`config.mk`:
```
export PLATFORM = sky130hd
export DESIGN_NAME = burst_addr_ctr
export DESIGN_NICKNAME = d
export VERILOG_FILES = /design/src/rtl/bac_pkg.sv /design/src/rtl/bac_mask_reg.sv /design/src/rtl/bac_counter.sv /design/src/rtl/bac_irq.sv /design/src/rtl/burst_addr_ctr.sv
export SDC_FILE = /design/constraint.sdc
export NUM_CORES = 1
export LEC_CHECK = 0
export ABC_CLOCK_PERIOD_IN_PS = 3500
export CORE_ASPECT_RATIO = 1.25
export CORE_MARGIN = 5
export CORE_UTILIZATION = 34
export DETAILED_ROUTE_END_ITERATION = 16
export SLEW_MARGIN = 10
export SYNTH_ARGS = -nofsm -noshare
export SYNTH_HDL_FRONTEND = slang
export SYNTH_HIERARCHICAL = 1
export SYNTH_SLANG_ARGS = --single-unit
```
`constraint.sdc`:
```
create_clock -name clk -period 3.5 [get_ports clk]
set_input_delay 0.7 -clock clk [delete_from_list [all_inputs] [get_ports clk]]
set_output_delay 0.7 -clock clk [all_outputs]
set_load 0.02 [all_outputs]
```
`src/rtl/bac_pkg.sv`:
```
// Shared definitions for the masked burst address counter.
// Assumes: controls are already resolved to a single operation per cycle.
package bac_pkg;

    // Operation applied to the counter at the next rising edge
    typedef enum logic [1:0] {
        CNT_HOLD = 2'd0,
        CNT_LOAD = 2'd1,
        CNT_INC  = 2'd2,
        CNT_CLR  = 2'd3
    } cnt_op_e;

    // Resolve active-low controls by priority: clear, then load, then increment
    function automatic cnt_op_e resolve_op(input logic crst_n,
                                           input logic ld_n,
                                           input logic inc_n);
        if (!crst_n)     return CNT_CLR;
        else if (!ld_n)  return CNT_LOAD;
        else if (!inc_n) return CNT_INC;
        else             return CNT_HOLD;
    endfunction

endpackage

```
`src/rtl/bac_mask_reg.sv`:
```
// Mask register. Stores a contiguous run of ones that starts at bit 0.
// The stored run is derived from the external value: bit i is set only
// when bits 0..i of the loaded value are all set.
// Assumes: synchronous active-low resets; mask reset wins over mask load.
module bac_mask_reg #(
    parameter int W = 16
) (
    input  logic         clk,
    input  logic         rst_n,
    input  logic         mrst_n,
    input  logic         mld_n,
    input  logic [W-1:0] ext_addr,
    output logic [W-1:0] mask
);

    logic [W-1:0] run;

    // Prefix AND: keeps the low run of ones only
    assign run[0] = ext_addr[0];
    generate
        for (genvar i = 1; i < W; i++) begin : g_run
            assign run[i] = run[i-1] & ext_addr[i];
        end
    endgenerate

    // Mask storage with reset-to-full-range
    always_ff @(posedge clk) begin
        if (!rst_n || !mrst_n) begin
            mask <= '1;
        end else if (!mld_n) begin
            mask <= run;
        end
    end

endmodule

```
`src/rtl/bac_counter.sv`:
```
// Address counter. Masked bits count, unmasked bits hold.
// Flags a wrap when an increment is taken with all masked bits set.
// Assumes: mask is a contiguous low run of ones.
module bac_counter
    import bac_pkg::*;
#(
    parameter int W = 16
) (
    input  logic         clk,
    input  logic         rst_n,
    input  cnt_op_e      op,
    input  logic [W-1:0] mask,
    input  logic [W-1:0] ext_addr,
    output logic [W-1:0] cnt,
    output logic         wrap_now
);

    logic [W-1:0] plus_one;
    logic [W-1:0] stepped;
    logic         at_top;

    // Step only the masked field; carry into held bits is discarded
    always_comb begin
        plus_one = cnt + W'(1);
        stepped  = (cnt & ~mask) | (plus_one & mask);
        at_top   = ((cnt & mask) == mask);
        wrap_now = (op == CNT_INC) && at_top;
    end

    // Counter register update by resolved operation
    always_ff @(posedge clk) begin
        if (!rst_n) begin
            cnt <= '0;
        end else begin
            unique case (op)
                CNT_CLR:  cnt <= '0;
                CNT_LOAD: cnt <= ext_addr;
                CNT_INC:  cnt <= stepped;
                default:  cnt <= cnt;
            endcase
        end
    end

endmodule

```
`src/rtl/bac_irq.sv`:
```
// Wrap interrupt. Registers the wrap flag into an active-low pulse that
// lines up with the address update and releases on its own.
// Assumes: output is always driven (never released to high impedance).
module bac_irq (
    input  logic clk,
    input  logic rst_n,
    input  logic wrap_now,
    output logic cint_n
);

    // One-cycle low pulse per wrapping edge
    always_ff @(posedge clk) begin
        if (!rst_n) begin
            cint_n <= 1'b1;
        end else begin
            cint_n <= ~wrap_now;
        end
    end

endmodule

```
`src/rtl/burst_addr_ctr.sv`:
```
// Masked burst address counter, top level for one memory port.
// Resolves the control priority, then drives the mask register, the
// counter and the wrap interrupt.
// Assumes: all inputs are synchronous to clk.
module burst_addr_ctr
    import bac_pkg::*;
#(
    parameter int ADDR_W = 16
) (
    input  logic              clk,
    input  logic              rst_n,
    input  logic [ADDR_W-1:0] ext_addr,
    input  logic              ld_n,
    input  logic              inc_n,
    input  logic              mld_n,
    input  logic              crst_n,
    input  logic              mrst_n,
    output logic [ADDR_W-1:0] int_addr,
    output logic              cint_n
);

    cnt_op_e           op;
    logic [ADDR_W-1:0] mask_q;
    logic              wrap_now;

    // Control priority: clear over load over increment
    always_comb begin
        op = resolve_op(crst_n, ld_n, inc_n);
    end

    bac_mask_reg #(.W(ADDR_W)) u_mask (
        .clk      (clk),
        .rst_n    (rst_n),
        .mrst_n   (mrst_n),
        .mld_n    (mld_n),
        .ext_addr (ext_addr),
        .mask     (mask_q)
    );

    bac_counter #(.W(ADDR_W)) u_cnt (
        .clk      (clk),
        .rst_n    (rst_n),
        .op       (op),
        .mask     (mask_q),
        .ext_addr (ext_addr),
        .cnt      (int_addr),
        .wrap_now (wrap_now)
    );

    bac_irq u_irq (
        .clk      (clk),
        .rst_n    (rst_n),
        .wrap_now (wrap_now),
        .cint_n   (cint_n)
    );

endmodule

```
==> impl_metrics.json <==
{
  "io_buffer_count": 39,
  "cts_inserted_buffers": 5,
  "slew_viol_final": 0,
  "slowest_stage": "ha_1",
  "rr_startpoint": "u_cnt/cnt[13]$_SDFFE_PN0P_",
  "timing.fmax_mhz": 366,
  "cts_hold_buffers": 0,
  "synth_top_area_share": 0.335,
  "ys_warn_count": 6,
  "initial_core_util": 0.346,
  "synth_edf_count": 0,
  "relSlewSlack": 0.448,
  "yosys.area.top_type": "dfxtp_1",
  "core-area_um2": 5700,
  "period_minus_slack_ps": 2730,
  "syn_nets": 272,
  "hold_viol": 0,
  "synth_area_per_cell_um2": 8.08,
  "syn_inst": 244,
  "grt_max_degree": 28,
  "r2r-end": "u_irq/cint_n$_SDFF_PN1_",
  "status": "finished clean",
  "async_flop_share": 0,
  "crit_buf_inv": 2,
  "drc": 0,
  "highest_layer": "met4",
  "finClkSkew_ps": 2.46,
  "clk_latency_ps": 280,
  "tightest_slew_ps": 827,
  "tns_ps": 0,
  "fin_crit_sh": 0.781,
  "clockBufferDepth": 2,
  "power.density_nw_per_um2": 333,
  "worstPathArrival_ps": 2890,
  "p_leak_nw": 0.887,
  "die-area_um2": 7430,
  "cts_resized": 0,
  "final_cell_area_um2": 2500,
  "synth_seq_area_share": 0.335,
  "final_antenna_net_count": 0,
  "critPathMaxStageDelay_ps": 700,
  "synth_area_leaders": "dfxtp_1, nand2_1, nand3_1, a21oi_1, ha_1",
  "hp-class": "register to register",
  "rows": 31,
  "cp.depth": 8,
  "grt_pass1_wl_um": 10500,
  "cts_root_buf": "clkbuf_8",
  "synth-main-ff-cell": "dfxtp_1",
  "die_y_um": 95.1,
  "drive_above_1_share": 0.0747,
  "h-tree-depth": 2,
  "cp_cell_sequence": "clkdlybuf4s50_1 > nand2_1 > inv_1 > ha_1 > nor2b_1 > and2_1 > a21oi_1 > o221ai_1",
  "routabilityCongestion": 0.865,
  "path_clk_slew_ps": 70,
  "fillers": 591,
  "cts_tree": "yes",
  "synthesis.area_um2": 1970,
  "crit_path_end": "u_cnt/cnt[15]$_SDFFE_PN0P_",
  "peakVddDrop_uv": 129,
  "r2r_slack_ps": 1530,
  "syn_to_final_growth_pct": 26.8,
  "yosysUniqueCellTypes": 56,
  "vias": 2038,
  "placed_area_um2": 2410,
  "path_max_fanout": 27,
  "met1_length_um": 2740,
  "reg2reg_depth": 5,
  "required_ps": 3660,
  "wirelength_um": 6570,
  "ys_ff_latch": 33,
  "antenna_cells": 0,
  "wl_met3_um": 286,
  "cap_violations": 0,
  "place_hpwl_um": 4860,
  "grt_pass1_vias": 1971,
  "antenna_found_initial": 0,
  "cp-startpoint": "crst_n",
  "wire_per_inst_um": 18.9,
  "wl_met2_um": 3380,
  "grtUsageTotal": 0.179,
  "endpoint_kind": "register",
  "postCtsSetupBuffers": 0,
  "drt-initial-drc-count": 193,
  "clock-sinks": 33,
  "nets": 309,
  "criticalPathCategory": "primary input to register",
  "rsz0062_at_grt": "false",
  "dr.pass1.iters": 5,
  "die_w_um": 78.1,
  "viasPerCell": 5.87,
  "crit_path_start_kind": "primary input",
  "path_delay_family": "adder cells",
  "grt_overflow_total": 0,
  "finalSetupViolCount": 0,
  "ios": 40
}
[cell usage in the layout (no fill, tap or decap), types with 3 or more instances in the layout]
| master | count |
|---|---|
| mux2i_1 | 3 |
| dfxtp_1 | 33 |
| nor3_1 | 6 |
| nor2_1 | 9 |
| o2111ai_1 | 4 |
| clkbuf_8 | 6 |
| a221o_1 | 4 |
| nand4_1 | 8 |
| a31oi_1 | 3 |
| nor4_1 | 4 |
| o22ai_1 | 3 |
| o21ai_0 | 9 |
| nand2b_1 | 4 |
| a22oi_1 | 3 |
| clkdlybuf4s50_1 | 39 |
| nand3_1 | 19 |
| nand3b_1 | 3 |
| nor2b_1 | 7 |
| inv_1 | 15 |
| or3_1 | 4 |
| buf_4 | 4 |
| ha_1 | 5 |
| nand2_1 | 26 |
| a21oi_1 | 16 |
[cell type report]
type | instances | area, um^2 | area share
repair buffers | 43 | 420 | 0.168
well taps | 66 | 82.6 | 0.0330
flip-flops and latches | 33 | 661 | 0.264
multi-input cells | 183 | 1190 | 0.477
inverters | 15 | 56.3 | 0.0225
clock buffers | 7 | 86.3 | 0.0345
[worst min path at each step]
stage / start / end / depth (start not counted)
floorplan: u_mask/mask[7]$_SDFFE_PP1N_ / u_mask/mask[7]$_SDFFE_PP1N_ / 2
global placement: u_mask/mask[7]$_SDFFE_PP1N_ / u_mask/mask[7]$_SDFFE_PP1N_ / 2
detailed placement: u_mask/mask[7]$_SDFFE_PP1N_ / u_mask/mask[7]$_SDFFE_PP1N_ / 2
CTS: u_mask/mask[7]$_SDFFE_PP1N_ / u_mask/mask[7]$_SDFFE_PP1N_ / 2
global route: u_mask/mask[7]$_SDFFE_PP1N_ / u_mask/mask[7]$_SDFFE_PP1N_ / 2
finish: u_mask/mask[7]$_SDFFE_PP1N_ / u_mask/mask[7]$_SDFFE_PP1N_ / 2
[worst min-delay path, cell delays in order, from the launching register on]
cell and delay [ps]:
dfxtp_1 330, a21oi_1 70, nand2_1 50
[metrics by stage]
stage	power [mW]	setup WS, ps	util	instances	hold WS [ps]
6_report	0.833	768	0.438	347	482
5_1_grt	0.870	617	0.438	347	506
4_1_cts	0.836	766	0.438	347	484
3_5_place_dp	0.548	461	0.423	340	467
3_3_place_gp	0.548	548	0.423	340	458
2_1_floorplan	0.480	1310	-	244	442
[cells in the mapped netlist (5+ instances only)]
cell type / instances
o21ai_0: 9
nand2_1: 26
nand3_1: 19
clkbuf_1: 8
nor2_1: 9
nor2b_1: 7
inv_1: 15
a21oi_1: 16
ha_1: 5
nor3_1: 6
dfxtp_1: 33
nand4_1: 8
[power by group]
part           internal (mW)  leakage, nW  switching [mW]  total (mW)
combinational         0.0605        0.572          0.0732       0.134
clock                  0.156       0.0443           0.136       0.292
sequential             0.389        0.270          0.0175       0.407
[kinds of logic after synthesis]
logic type               count (synthesis)  synth area share
AND/OR/NAND/NOR                        104             0.298
AO/OA/AOI/OAI                           68             0.246
flip-flops                              33             0.335
buffers and inverters                   28            0.0596
adder cells (fa/ha/maj)                  5            0.0317
multiplexers                             4            0.0209
XOR/XNOR                                 2           0.00888
[layer usage]
| metal | vias to the layer above | GRT usage |
|---|---|---|
| met1 | 973 | 0.217 |
| met4 | 0 | 0.0704 |
| met3 | 13 | 0.0359 |
| li1 | 987 | - |
| met5 | - | 0 |
| met2 | 65 | 0.309 |
[sequential cells by signal, indices dropped and copies added (netlist names)]
name / count
u_mask/mask: 16
u_cnt/cnt: 16
u_irq/cint_n: 1
(Power assumes the default switching activity.)
